**config.mk**
```make
export PLATFORM = sky130hd
export DESIGN_NAME = pci_indirect_eng
export DESIGN_NICKNAME = d
export VERILOG_FILES = /design/src/rtl/pie_pkg.sv /design/src/rtl/pie_seq.sv /design/src/rtl/pie_regfile.sv /design/src/rtl/pie_idsel_dec.sv /design/src/rtl/pci_indirect_eng.sv
export SDC_FILE = /design/constraint.sdc
export NUM_CORES = 1
export LEC_CHECK = 0
export BUFFER_PORTS_ARGS = -buffer_cell sky130_fd_sc_hd__buf_4
export CORE_UTILIZATION = 40
export CTS_BUF_LIST = sky130_fd_sc_hd__clkbuf_2
export CTS_CLUSTER_DIAMETER = 80
export DETAILED_ROUTE_END_ITERATION = 8
export GPL_TIMING_DRIVEN = 0
export HOLD_SLACK_MARGIN = 0.06
export PLACE_DENSITY = 0.7
export SLEW_MARGIN = 40
export SYNTH_ARGS = -nofsm -noshare
export SYNTH_HDL_FRONTEND = slang
export SYNTH_HIERARCHICAL = 1
export SYNTH_SLANG_ARGS = --single-unit
```
**constraint.sdc**
```tcl
create_clock -name clk -period 2.2 [get_ports clk]
set_clock_uncertainty 0.15 [all_clocks]
set_input_delay 0.44 -clock clk [delete_from_list [all_inputs] [get_ports clk]]
set_output_delay 0.44 -clock clk [all_outputs]
set_load 0.02 [all_outputs]
```
**src/rtl/pie_pkg.sv**
```systemverilog
// Package: shared types, field positions and command classification for
// the indirect PCI transaction launcher.
// Assumes: standard 4-bit PCI command encodings.
package pie_pkg;

    typedef enum logic [1:0] {
        ST_IDLE = 2'd0,
        ST_REQ  = 2'd1,
        ST_WAIT = 2'd2
    } pie_state_e;

    localparam logic [1:0] SEL_ADDR = 2'd0;
    localparam logic [1:0] SEL_DATA = 2'd1;
    localparam logic [1:0] SEL_CMD  = 2'd2;
    localparam logic [1:0] SEL_STAT = 2'd3;

    localparam logic [3:0] PC_MEM_RD  = 4'h6;
    localparam logic [3:0] PC_MEM_WR  = 4'h7;
    localparam logic [3:0] PC_CFG_RD  = 4'hA;
    localparam logic [3:0] PC_CFG_WR  = 4'hB;
    localparam logic [3:0] PC_MEM_RDM = 4'hC;
    localparam logic [3:0] PC_MEM_RDL = 4'hE;
    localparam logic [3:0] PC_MEM_WRI = 4'hF;

    // True for command codes that move data from the target to the host.
    function automatic logic cmd_is_read(input logic [3:0] c);
        return (c == PC_MEM_RD) || (c == PC_MEM_RDL) ||
               (c == PC_MEM_RDM) || (c == PC_CFG_RD);
    endfunction

    // True for command codes that move data from the host to the target.
    function automatic logic cmd_is_write(input logic [3:0] c);
        return (c == PC_MEM_WR) || (c == PC_MEM_WRI) || (c == PC_CFG_WR);
    endfunction

    // True for configuration-space command codes.
    function automatic logic cmd_is_cfg(input logic [3:0] c);
        return (c == PC_CFG_RD) || (c == PC_CFG_WR);
    endfunction

endpackage

```
**src/rtl/pie_seq.sv**
```systemverilog
// Module: pie_seq
// Decodes a command-register write into a launch decision and sequences a
// single transaction through request, accept and done.
// Assumes: m_accept only while requesting, m_done only after accept.
module pie_seq
    import pie_pkg::*;
#(
    parameter int CMD_W  = 4,
    parameter int TRG_RD = 8,
    parameter int TRG_WR = 9,
    parameter int WD_W   = 32
) (
    input  logic            clk,
    input  logic            rst_n,
    input  logic            cmd_wr_i,
    input  logic [WD_W-1:0] wdata_i,
    input  logic            accept_i,
    input  logic            done_i,
    output logic            start_o,
    output logic            start_rd_o,
    output logic            busy_o,
    output logic            req_o,
    output logic            accept_o,
    output logic            rd_done_o
);

    pie_state_e state_q;
    logic       is_rd_q;
    logic [CMD_W-1:0] code;
    logic       trg_rd, trg_wr, rd_ok, wr_ok;

    // Classify the written command and its trigger bits.
    always_comb begin
        code   = wdata_i[CMD_W-1:0];
        trg_rd = wdata_i[TRG_RD];
        trg_wr = wdata_i[TRG_WR];
        rd_ok  = trg_rd && !trg_wr && cmd_is_read(code);
        wr_ok  = trg_wr && !trg_rd && cmd_is_write(code);
    end

    assign start_o    = cmd_wr_i && (state_q == ST_IDLE) && (rd_ok || wr_ok);
    assign start_rd_o = rd_ok;
    assign busy_o     = (state_q != ST_IDLE);
    assign req_o      = (state_q == ST_REQ);
    assign accept_o   = (state_q == ST_REQ) && accept_i;
    assign rd_done_o  = (state_q == ST_WAIT) && done_i && is_rd_q;

    // Transaction state machine and direction latch.
    always_ff @(posedge clk) begin
        if (!rst_n) begin
            state_q <= ST_IDLE;
            is_rd_q <= 1'b0;
        end else begin
            case (state_q)
                ST_IDLE: if (start_o) begin
                    state_q <= ST_REQ;
                    is_rd_q <= rd_ok;
                end
                ST_REQ:  if (accept_i) state_q <= ST_WAIT;
                ST_WAIT: if (done_i)   state_q <= ST_IDLE;
                default: state_q <= ST_IDLE;
            endcase
        end
    end

    p_req_busy_r6: assert property (@(posedge clk) disable iff (!rst_n)
        req_o |-> busy_o);
    p_done_idle_r3: assert property (@(posedge clk) disable iff (!rst_n)
        (state_q == ST_WAIT && done_i) |=> !busy_o);
    p_accept_drops_req_r11: assert property (@(posedge clk) disable iff (!rst_n)
        accept_o |=> !req_o);
    p_start_raises_req_r2: assert property (@(posedge clk) disable iff (!rst_n)
        start_o |=> req_o);

endmodule

```
**src/rtl/pie_regfile.sv**
```systemverilog
// Module: pie_regfile
// Holds the address, data and command registers, returns the selected
// register to the host and discards host writes while a transaction runs.
// Assumes: accept_i and rd_done_i only pulse while busy_i is high.
module pie_regfile
    import pie_pkg::*;
#(
    parameter int AW     = 32,
    parameter int DW     = 32,
    parameter int CMD_W  = 4,
    parameter int BE_W   = 4,
    parameter int TRG_RD = 8,
    parameter int TRG_WR = 9
) (
    input  logic             clk,
    input  logic             rst_n,
    input  logic             host_wr_i,
    input  logic [1:0]       host_sel_i,
    input  logic [DW-1:0]    host_wdata_i,
    input  logic             busy_i,
    input  logic             start_i,
    input  logic             start_rd_i,
    input  logic             accept_i,
    input  logic             rd_done_i,
    input  logic [DW-1:0]    rd_data_i,
    output logic [DW-1:0]    host_rdata_o,
    output logic [AW-1:0]    addr_o,
    output logic [DW-1:0]    data_o,
    output logic [CMD_W-1:0] cmd_o,
    output logic [BE_W-1:0]  be_n_o
);

    localparam int BE_LSB = CMD_W;

    logic [AW-1:0]    addr_q;
    logic [DW-1:0]    data_q;
    logic [CMD_W-1:0] cmd_q;
    logic [BE_W-1:0]  be_n_q;
    logic             trg_rd_q, trg_wr_q;
    logic             wr_ok;

    assign wr_ok = host_wr_i && !busy_i;

    // Address register: host writable while idle.
    always_ff @(posedge clk) begin
        if (!rst_n)                                addr_q <= '0;
        else if (wr_ok && host_sel_i == SEL_ADDR)  addr_q <= host_wdata_i[AW-1:0];
    end

    // Data register: read completion has priority over host writes.
    always_ff @(posedge clk) begin
        if (!rst_n)                                data_q <= '0;
        else if (rd_done_i)                        data_q <= rd_data_i;
        else if (wr_ok && host_sel_i == SEL_DATA)  data_q <= host_wdata_i;
    end

    // Command register: code, byte enables and self-clearing triggers.
    always_ff @(posedge clk) begin
        if (!rst_n) begin
            cmd_q    <= '0;
            be_n_q   <= '0;
            trg_rd_q <= 1'b0;
            trg_wr_q <= 1'b0;
        end else if (wr_ok && host_sel_i == SEL_CMD) begin
            cmd_q    <= host_wdata_i[CMD_W-1:0];
            be_n_q   <= host_wdata_i[BE_LSB +: BE_W];
            trg_rd_q <= start_i && start_rd_i;
            trg_wr_q <= start_i && !start_rd_i;
        end else if (accept_i) begin
            trg_rd_q <= 1'b0;
            trg_wr_q <= 1'b0;
        end
    end

    // Host read multiplexer.
    always_comb begin
        host_rdata_o = '0;
        case (host_sel_i)
            SEL_ADDR: host_rdata_o[AW-1:0] = addr_q;
            SEL_DATA: host_rdata_o = data_q;
            SEL_CMD: begin
                host_rdata_o[CMD_W-1:0]        = cmd_q;
                host_rdata_o[BE_LSB +: BE_W]   = be_n_q;
                host_rdata_o[TRG_RD]           = trg_rd_q;
                host_rdata_o[TRG_WR]           = trg_wr_q;
            end
            default:  host_rdata_o[0] = busy_i;
        endcase
    end

    assign addr_o = addr_q;
    assign data_o = data_q;
    assign cmd_o  = cmd_q;
    assign be_n_o = be_n_q;

    p_trig_clear_r7: assert property (@(posedge clk) disable iff (!rst_n)
        accept_i |=> (!trg_rd_q && !trg_wr_q));
    p_trig_only_busy_r7: assert property (@(posedge clk) disable iff (!rst_n)
        (trg_rd_q || trg_wr_q) |-> busy_i);
    p_frozen_busy_r8: assert property (@(posedge clk) disable iff (!rst_n)
        busy_i |=> (!busy_i || ($stable(addr_q) && $stable(cmd_q) && $stable(be_n_q))));
    p_trig_exclusive_r9: assert property (@(posedge clk) disable iff (!rst_n)
        !(trg_rd_q && trg_wr_q));

endmodule

```
**src/rtl/pie_idsel_dec.sv**
```systemverilog
// Module: pie_idsel_dec
// Maps the device-number field of a configuration address onto one
// device-select line per device; numbers beyond the line count select none.
// Assumes: enable_i is already qualified with busy and configuration type.
module pie_idsel_dec #(
    parameter int N_SEL = 4,
    parameter int DEV_W = 5
) (
    input  logic             clk,
    input  logic             rst_n,
    input  logic             enable_i,
    input  logic [DEV_W-1:0] dev_i,
    output logic [N_SEL-1:0] sel_o
);

    // One comparator per select line.
    for (genvar g = 0; g < N_SEL; g++) begin : g_line
        assign sel_o[g] = enable_i && (dev_i == DEV_W'(g));
    end

    p_idsel_onehot_r10: assert property (@(posedge clk) disable iff (!rst_n)
        $onehot0(sel_o));
    p_idsel_needs_en_r10: assert property (@(posedge clk) disable iff (!rst_n)
        (|sel_o) |-> enable_i);

endmodule

```
**src/rtl/pci_indirect_eng.sv**
```systemverilog
// Module: pci_indirect_eng (top)
// Register-driven launcher for single PCI transactions: host registers,
// launch decode, request handshake toward a PCI master and device select.
// Assumes: master handshake as described in pie_seq; synchronous reset.
module pci_indirect_eng
    import pie_pkg::*;
#(
    parameter int AW      = 32,
    parameter int DW      = 32,
    parameter int N_SEL   = 4,
    parameter int DEV_LSB = 11,
    parameter int DEV_W   = 5
) (
    input  logic             clk,
    input  logic             rst_n,
    input  logic             host_wr,
    input  logic [1:0]       host_sel,
    input  logic [DW-1:0]    host_wdata,
    output logic [DW-1:0]    host_rdata,
    output logic             m_req,
    output logic [3:0]       m_cmd,
    output logic [AW-1:0]    m_addr,
    output logic [DW/8-1:0]  m_be_n,
    output logic [DW-1:0]    m_wdata,
    input  logic             m_accept,
    input  logic             m_done,
    input  logic [DW-1:0]    m_rdata,
    output logic [N_SEL-1:0] m_idsel
);

    localparam int CMD_W  = 4;
    localparam int BE_W   = DW / 8;
    localparam int TRG_RD = CMD_W + BE_W;
    localparam int TRG_WR = TRG_RD + 1;

    logic start, start_rd, busy, accept_p, rd_done;
    logic cmd_wr;

    assign cmd_wr = host_wr && (host_sel == SEL_CMD);

    pie_seq #(
        .CMD_W (CMD_W), .TRG_RD(TRG_RD), .TRG_WR(TRG_WR), .WD_W(DW)
    ) u_seq (
        .clk       (clk),
        .rst_n     (rst_n),
        .cmd_wr_i  (cmd_wr),
        .wdata_i   (host_wdata),
        .accept_i  (m_accept),
        .done_i    (m_done),
        .start_o   (start),
        .start_rd_o(start_rd),
        .busy_o    (busy),
        .req_o     (m_req),
        .accept_o  (accept_p),
        .rd_done_o (rd_done)
    );

    pie_regfile #(
        .AW(AW), .DW(DW), .CMD_W(CMD_W), .BE_W(BE_W),
        .TRG_RD(TRG_RD), .TRG_WR(TRG_WR)
    ) u_regs (
        .clk         (clk),
        .rst_n       (rst_n),
        .host_wr_i   (host_wr),
        .host_sel_i  (host_sel),
        .host_wdata_i(host_wdata),
        .busy_i      (busy),
        .start_i     (start),
        .start_rd_i  (start_rd),
        .accept_i    (accept_p),
        .rd_done_i   (rd_done),
        .rd_data_i   (m_rdata),
        .host_rdata_o(host_rdata),
        .addr_o      (m_addr),
        .data_o      (m_wdata),
        .cmd_o       (m_cmd),
        .be_n_o      (m_be_n)
    );

    pie_idsel_dec #(.N_SEL(N_SEL), .DEV_W(DEV_W)) u_idsel (
        .clk     (clk),
        .rst_n   (rst_n),
        .enable_i(busy && cmd_is_cfg(m_cmd)),
        .dev_i   (m_addr[DEV_LSB +: DEV_W]),
        .sel_o   (m_idsel)
    );

    p_req_hold_r11: assert property (@(posedge clk) disable iff (!rst_n)
        (m_req && !m_accept) |=> (m_req && $stable(m_addr) && $stable(m_cmd)
                                  && $stable(m_be_n) && $stable(m_wdata)));
    p_idsel_busy_r10: assert property (@(posedge clk) disable iff (!rst_n)
        (|m_idsel) |-> busy);

endmodule

```
==> results of run 1 <==
-- worst max-delay path: cells and delay by family (launching register included) --
| kind | cells | cell delay [ps] |
|---|---|---|
| DFF | 1 | 390 |
| and+or+nand+nor | 4 | 1100 |
| buffers and inverters | 1 | 160 |
-- per-layer routing --
layer	part of all wire	wire length [µm]	vias up	track usage
met5	0	0	-	0
met4	0.017	230	0	0.0802
met3	0.063	862	20	0.0529
met2	0.49	6780	175	0.433
met1	0.43	5820	2091	0.333
li1	-	-	2071	-
-- sequential cells by signal (all words and copies together), names as in the netlist --
signal and cells:
u_regs/cmd_o 4, u_regs/trg_rd_q 1, u_regs/data_o 32, u_seq/state_q 2
u_seq/is_rd_q 1, u_regs/be_n_o 4, u_regs/addr_o 32, u_regs/trg_wr_q 1
-- cell type report --
| class | instances | area [µm²] | area share |
|---|---|---|---|
| buffer | 44 | 259 | 0.0426 |
| clock buffer | 11 | 55.1 | 0.00905 |
| clock inverter | 5 | 61.3 | 0.0101 |
| multi-input combinational | 322 | 2280 | 0.374 |
| sequential | 77 | 1550 | 0.254 |
| tap | 133 | 166 | 0.0273 |
| timing repair buffer | 217 | 1720 | 0.283 |
-- what timing repair did --
action,CTS,global route
setup endpoints to repair,26,26
setup buffers,4,0
pin swaps,2,0
gates cloned,0,0
endpoints found under the hold margin,39,0
resized for setup,11,9
hold buffers,34,0
-- cell usage after synthesis (all sizes together) (2+ instances only) --
master  instances  area share
o21ai          86        0.13
dfxtp          77        0.38
mux2i          63        0.16
nand2          44       0.041
nand3          42       0.052
o211a          32       0.079
clkbuf         24       0.023
nor2           23       0.021
buf            20       0.037
nor3b           6       0.018
a21boi          2      0.0046
a31oi           2      0.0031
and3b           2      0.0046
and4b           2      0.0049
nand4b          2      0.0043
nor2b           2      0.0037
o21a            2      0.0037
or2             2      0.0031
or4b            2      0.0068
-- stage by stage --
step	setup TNS, ps	hold WS [ps]	worst slack [ps]	instances	cell area, µm²
after floorplan	0	325	49.8	443	4060
final	-2430	96.1	-547	809	6090
after CTS	-2470	62.4	-541	809	6080
after detailed placement	-3890	330	-199	755	5570
after global placement	-3090	325	-179	755	5570
after global routing	-2830	61.6	-627	809	6090
-- cells by family after synthesis --
group | Yosys count | synth area share
buf+inv | 44 | 0.0599
simple gates | 132 | 0.170
flops | 77 | 0.380
compound gates | 126 | 0.228
mux | 64 | 0.161
-- where the power goes --
part	total [µW]	leakage, µW	internal (µW)	switching [µW]
clock	786	0.0000644	272	514
sequential	1500	0.000629	1450	50.4
combinational	665	0.00230	322	343
total	2950	0.00300	2050	907
-- worst max-delay path by stage --
stage | to | slack, ps | cells past startpoint
after floorplan | m_idsel[1] | 50 | 4
after global placement | host_rdata[30] | -180 | 6
after detailed placement | host_rdata[22] | -200 | 6
after CTS | m_idsel[1] | -540 | 5
after global routing | m_idsel[2] | -630 | 5
final | m_idsel[2] | -550 | 5
==> results.yml, run 1 <==
outcome:
  status: "finished with violations"
  violations: "negative setup slack"
critical_path:
  endpoint_kind: "output port"
  crit_type: "reg -> out"
  timing.critical_path.cells: "or2_4, and4b_2, or4b_4, nor3b_2, buf_4"
  critical_path.max_stage_delay_ps: 520
  slowest_stage: "or4b_4"
  reg2reg_from: "u_seq/state_q[1]$_SDFFE_PN0P_"
  arrival_ps: 2160
  worstSetupStartpoint: "u_seq/state_q[1]$_SDFFE_PN0P_"
  reg2reg_setup_slack_ps: 70
  cp-start-kind: "flop"
  rr_worst_depth: 7
  r2r_end: "u_regs/data_o[22]$_SDFFE_PN0P_"
  worst-path-max-fanout: 4
  cp.required_ps: 1610
finish:
  final_common_cell: "buf_4"
  diodes: 0
  nFillCells: 869
  utilization: 0.623
  drive_above_1_share: 0.399
  syn2layout_area_growth_pct: 50.2
  layout.nets: 742
  most-common-layout-cells: "buf_4 (183), dfxtp_1 (75), mux2i_1 (63)"
timing:
  fmaxAchievable_mhz: 364
  fin_ws_ps: -547
  setup_viol: 5
  fin_crit_ps: 2750
  slew_viol_final: 0
  worst_pin_slew_ps: 558
  relSlewSlack: 0.628
  hold_violations: 0
  period_share: 1.25
  rsz0062_at_grt: "yes"
clock_network:
  cts_buffer_depth: 2
  clkTransAtPathRegs_ps: 240
  insertion_delay_ps: 510
  cts_buffers: 9
  htree_levels: 3
  cts_tree: "built"
  clock-sinks: 77
  clock-root-buffer: "clkbuf_2"
floorplan:
  dieWidth_um: 103
  ioPinCount: 180
  start_util: 0.414
  rows: 36
  die_y_um: 103
  core_um2: 9770
  dieArea_um2: 10500
synthesis:
  netlist_area_um2: 4050
  yosysSeqAreaShare: 0.380
  ys.flop_type: "dfxtp_1"
  synth_edf_count: 0
  synth.avg_cell_area_um2: 9.15
  netlist_instances: 443
  ys_warn_count: 6
  ys_types: 39
  syn_nets: 514
  synthArstFlopShare: 0
  ys_seq_elements: 77
grt:
  grt_max_degree: 14
  grt_pass1_wl_um: 20800
  grt.overflow.total: 0
  grt.total_usage: 0.258
  grt_pass1_vias: 4089
  antenna_found_initial: 0
drt:
  vias: 4357
  viasPerCell: 5.39
  first_pass_iters: 5
  ant_nets: 0
  drtIter0Drc: 201
  avgRoutedWirePerCell_um: 16.9
  drc: 0
  wirelength_um: 13700
placement:
  port-buffer-count: 179
  globalplace.congestion: 0.838
  dp_hpwl_um: 9810
pwr:
  leakage_uw: 0.00300
  peakVddDrop_mv: 0.372
  pwr_density_cell_nw_per_um2: 485
  power.total_uw: 2950
hold_path:
  min-delay-start: "m_rdata[26]"
  hold_path.class: "in -> reg"
  worstHoldEndpoint: "u_regs/data_o[26]$_SDFFE_PN0P_"
  whs_path_depth: 4
flow_run:
  cap_violations: 0
Power figures use the tool's default switching activity.
==> run 2, diff against run 1 <==
- CAP_MARGIN: not set -> 20
- SETUP_SLACK_MARGIN: not set -> 0.2
==> run 2 against run 1 <==
  * The run still ends with negative setup slack left
  * Count of clock-buffer cells in the layout stayed put
  * Die area is the same
  * Flip-flop and latch count unchanged
  * Critical path depth did not move
  * Via count increased by 2.2%
  * Critical path type unchanged
  * Clock power is 27% higher
  * Largest power group unchanged
==> results.yml, run 2 (synthesis gave the netlist of run 1 again) <==
critical_path:
  worstSetupStartpoint: "u_seq/state_q[1]$_SDFFE_PN0P_"
  reg2reg_from: "u_seq/state_q[1]$_SDFFE_PN0P_"
  r2r_end: "u_regs/addr_o[19]$_SDFFE_PN0P_"
  arrival_ps: 2190
  worst-path-max-fanout: 4
  rr_worst_depth: 8
  crit_type: "reg -> out"
  endpoint_kind: "output port"
  cp.required_ps: 1610
  cp-start-kind: "flop"
  reg2reg_setup_slack_ps: 40
outcome:
  status: "finished with violations"
  violations: "negative setup slack"
finish:
  most-common-layout-cells: "buf_4 (180), mux2i_1 (61), dfxtp_1 (56)"
  utilization: 0.695
  seq_area_um2: 1590
  nFillCells: 778
  drive_above_1_share: 0.489
  fin_cells: 818
  final_cell_area_um2: 6790
  syn2layout_area_growth_pct: 67.6
  multiInputGateArea_um2: 2550
  final_common_cell: "buf_4"
  diodes: 0
  layout.nets: 751
floorplan:
  start_util: 0.414
  dieWidth_um: 103
  rows: 36
  die_y_um: 103
  ioPinCount: 180
  core_um2: 9770
  dieArea_um2: 10500
placement:
  place_area_um2: 5600
  globalplace.congestion: 0.825
  dp_cells: 755
  place_ws_ps: -143
  dp_hpwl_um: 10200
  port-buffer-count: 179
drt:
  vias: 4455
  ant_nets: 0
  drc: 0
  viasPerCell: 5.45
  first_pass_iters: 4
  drtIter0Drc: 213
  avgRoutedWirePerCell_um: 18.3
  wirelength_um: 15000
hold_path:
  whs_path_depth: 4
  worstHoldEndpoint: "u_seq/state_q[0]$_SDFFE_PN0P_"
  min-delay-start: "m_accept"
  hold_path.class: "in -> reg"
timing:
  period_share: 1.27
  slew_viol_final: 0
  fin_crit_ps: 2780
  rsz0062_at_grt: "yes"
  worst_pin_slew_ps: 890
  fmaxAchievable_mhz: 359
  hold_violations: 0
  setup_viol: 5
  fin_ws_ps: -585
  relSlewSlack: 0.407
pwr:
  peakVddDrop_mv: 0.335
  leakage_uw: 0.00321
  pwr_density_cell_nw_per_um2: 479
  power.total_uw: 3260
clock_network:
  insertion_delay_ps: 550
  clock-root-buffer: "clkbuf_2"
  htree_levels: 3
  cts_tree: "built"
  clock-sinks: 77
  clkTransAtPathRegs_ps: 240
  cts_buffer_depth: 2
  cts_buffers: 9
grt:
  grt.total_usage: 0.263
  antenna_found_initial: 0
  grt_pass1_vias: 4072
  grt_pass1_wl_um: 21000
  grt.overflow.total: 0
  grt_max_degree: 13
flow_run:
  cap_violations: 0
==> run 2: worst max-delay path: stages (launching register included) <==
cell and delay, ps:
dfxtp_4 400, or2_4 110, and4b_1 240, or4b_4 550, nor3b_4 200, buf_6 140
==> run 2: metrics by stage <==
step,hold WS [ps],setup TNS (ps)
2_1_floorplan,325,0
3_3_place_gp,322,-2150
5_1_grt,88.3,-2900
4_1_cts,73.7,-2550
6_report,77.6,-2660
3_5_place_dp,327,-2550
==> run 2: worst max-delay path by stage <==
stage,endpoint,cells after the start,slack [ps]
floorplan,m_idsel[1],4,160
global placement,host_rdata[13],6,-120
detailed placement,host_rdata[17],6,-140
CTS,m_idsel[2],5,-590
global route,m_idsel[2],5,-640
finish,m_idsel[2],5,-580
==> run 2: layer usage <==
layer  GRT usage  up-vias  part of all wire
met5           0        -                 0
met4       0.104        0             0.019
met3      0.0353       25             0.063
met2       0.451      168              0.50
met1       0.334     2178              0.42
li1            -     2084                 -
==> run 2: cell type report <==
type,instances,share of cell area
multi-input cells,322,0.376
repair buffers,226,0.283
flip-flops and latches,77,0.233
plain buffers,44,0.0606
well taps,133,0.0245
clock inverters,5,0.0146
clock buffers,11,0.00811
==> run 2: repair_timing <==
item / 4_1_cts / 5_1_grt
pin swaps: 3 / 15
hold endpoints to repair: 35 / 0
setup endpoints to repair: 45 / 78
setup buffers: 3 / 2
hold buffers: 34 / 0
resized for setup: 40 / 110
gates cloned: 0 / 8
==> run 2: power breakdown <==
part           internal (µW)  switching (µW)  total [µW]
registers               1450            57.7        1510
logic                    373             377         751
clock network            494             504         998
total                   2320             939        3260
==> run 3, diff against run 2 <==
- SYNTH_HIERARCHICAL: 1 -> not set
==> run 3 against run 2 <==
  * The flow still finishes with violations (negative setup slack)
  * Flip-flop and latch count did not move
  * Global-route usage rose by 5.2 points
  * Critical path depth fell by 1
  * Setup slack improved by 300 ps
  * Sequential power barely moved
  * Power fell by 0.61%
  * Final area fell by 4.1%
  * First-iteration DRC count rose by 61%
  * Worst hold slack improved by 55 ps
  * Non-clock buffer count rose by 40
==> results.yml, run 3 <==
finish:
  final_common_cell: "buf_4"
  final_cell_area_um2: 6510
  diodes: 0
  drive_above_1_share: 0.373
  layout.nets: 830
  syn2layout_area_growth_pct: 67.8
  nFillCells: 752
  most-common-layout-cells: "buf_4 (187), nand3_1 (74), dlygate4sd3_1 (67)"
synthesis:
  synth_compound_area_frac: 0.266
  synthArstFlopShare: 0
  synth_top_family_by_area: "compound AO/OA/AOI/OAI gates"
  ys_types: 36
  netlist_instances: 492
  netlist_area_um2: 3880
  synth_edf_count: 0
  post-synth-top-count-cell: "dfxtp_1"
  ys_warn_count: 0
  synth_mux_area_frac: 0.0858
  ys_seq_elements: 77
  synth.avg_cell_area_um2: 7.89
  yosys-top-cells-count: "dfxtp_1 (77), nand3_1 (75), o21ai_0 (69), a21oi_1 (43), o21ai_1 (40)"
  yosys-top-cells-area: "dfxtp_1 (40%), nand3_1 (9.7%), o21ai_0 (8.9%)"
  ys.flop_type: "dfxtp_1"
  synthAdderAreaFrac: 0.00258
  synthXorXnorAreaFrac: 0
  syn_nets: 563
  yosysSeqAreaShare: 0.397
  yosys.area_share.simple: 0.176
  synth_top_cell_area_share: 0.397
  yosys.area.top_type: "dfxtp_1"
timing:
  fin_crit_ps: 2490
  period_share: 1.13
  fmaxAchievable_mhz: 402
  slew_viol_final: 0
  fin_ws_ps: -287
  worst_pin_slew_ps: 582
  relSlewSlack: 0.612
  hold_violations: 0
  setup_viol: 5
  rsz0062_at_grt: "yes"
critical_path:
  worst-path-max-fanout: 2
  cp-start-kind: "flop"
  arrival_ps: 1900
  reg2reg_setup_slack_ps: 190
  crit_type: "reg -> out"
  cp.required_ps: 1610
  endpoint_kind: "output port"
hold_path:
  hold_path.class: "in -> reg"
drt:
  avgRoutedWirePerCell_um: 18.2
  drc: 0
  first_pass_iters: 5
  viasPerCell: 5.59
  ant_nets: 0
  vias: 4990
  wirelength_um: 16300
  drtIter0Drc: 343
clock_network:
  insertion_delay_ps: 530
  cts_buffer_depth: 2
  cts_tree: "built"
  clkTransAtPathRegs_ps: 200
  clock-root-buffer: "clkbuf_2"
  clock-sinks: 77
  cts_buffers: 9
  htree_levels: 3
grt:
  grt_max_degree: 14
  grt_pass1_vias: 4913
  grt.total_usage: 0.315
  antenna_found_initial: 0
  grt.overflow.total: 0
  grt_pass1_wl_um: 24500
outcome:
  status: "finished with violations"
  violations: "negative setup slack"
placement:
  port-buffer-count: 178
  place_ws_ps: -82.6
  globalplace.congestion: 0.911
  place_area_um2: 5380
  dp_hpwl_um: 10800
pwr:
  peakVddDrop_mv: 0.360
  pwr_density_cell_nw_per_um2: 497
  leakage_uw: 0.00273
floorplan:
  rows: 35
  dieWidth_um: 100
  core_um2: 9330
  start_util: 0.416
  dieArea_um2: 10100
  ioPinCount: 180
  die_y_um: 100
flow_run:
  cap_violations: 0
run 3: cell types whose count changed after synthesis, sizes merged, moves of 3 or more:
cell    previous run  this run
a31oi              2        32
a21oi              1        43
nor3b              6         2
o21ai             86       114
nand2             44        12
inv                0         3
nor3               1         4
clkbuf            24        31
buf               20        23
o211a             32         0
nand3             42        75
mux2i             63        31
run 3: metrics by stage:
step / setup TNS (ps) / instances / power (µW) / hold slack, ps / util
CTS: -912 / 887 / 3200 / 83.7 / 0.683
global route: -1330 / 893 / 3350 / 113 / 0.698
detailed placement: -1480 / 799 / 2090 / 309 / 0.577
global placement: -1450 / 799 / 2080 / 305 / 0.577
floorplan: 0 / 492 / 1800 / 279 / -
finish: -884 / 893 / 3240 / 132 / 0.698
run 3: area by class of cell:
class                           count  area [µm²]  area share
Buffer                             54         349      0.0536
Clock buffer                       10        50.0     0.00769
Clock inverter                      6         111      0.0171
Inverter                            4        15.0     0.00231
Multi-Input combinational cell    357        2130       0.327
Sequential cell                    77        1580       0.243
Tap cell                          129         161      0.0248
Timing Repair Buffer              256        2110       0.324
run 3: worst paths after layout:
| kind | from | to | cells after the start |
|---|---|---|---|
| worst max-delay path | u_seq.state_q[0]$_SDFFE_PN0P_ | host_rdata[0] | 4 |
| worst min-delay path | m_accept | u_seq.state_q[0]$_SDFFE_PN0P_ | 4 |
| worst max register to register | u_seq.state_q[0]$_SDFFE_PN0P_ | u_regs.data_o[10]$_SDFFE_PN0P_ | 6 |
| worst min register to register | u_regs.addr_o[9]$_SDFFE_PN0P_ | u_regs.addr_o[9]$_SDFFE_PN0P_ | 2 |
run 3: per-layer routing:
layer | vias up | routed length (µm) | global-route usage
met1 | 2340 | 6280 | 0.380
met3 | 38 | 1330 | 0.0416
met4 | 0 | 503 | 0.164
met5 | - | 0 | 0
li1 | 2341 | - | -
met2 | 271 | 8170 | 0.548
run 3: critical path, stage by stage (launching register included):
cell and delay [ps]:
dfxtp_2 360, buf_6 100, or2_4 240, mux4_2 510, buf_6 150
run 3: where the power goes:
| group | internal (µW) | total [µW] | leakage [µW] | switching (µW) |
|---|---|---|---|---|
| clock network | 494 | 1030 | 0.0000921 | 531 |
| logic | 350 | 731 | 0.00200 | 382 |
| registers | 1440 | 1480 | 0.000637 | 40.2 |
| total | 2280 | 3240 | 0.00273 | 953 |
run 3: logic make-up (layout without fill, tap and decap cells):
family	count (synthesis)	count (layout)
mux	32	32
flops	77	77
compound gates	193	193
buf+inv	58	330
fa+ha+maj	1	1
simple gates	131	131
run 3: timing repair:
| action | in CTS | in global routing |
|---|---|---|
| setup endpoints to repair | 36 | 51 |
| hold endpoints to repair | 74 | 0 |
| buffers inserted | 5 | 6 |
| gates resized for setup | 45 | 48 |
| pin swaps | 3 | 2 |
| hold buffers | 67 | 0 |
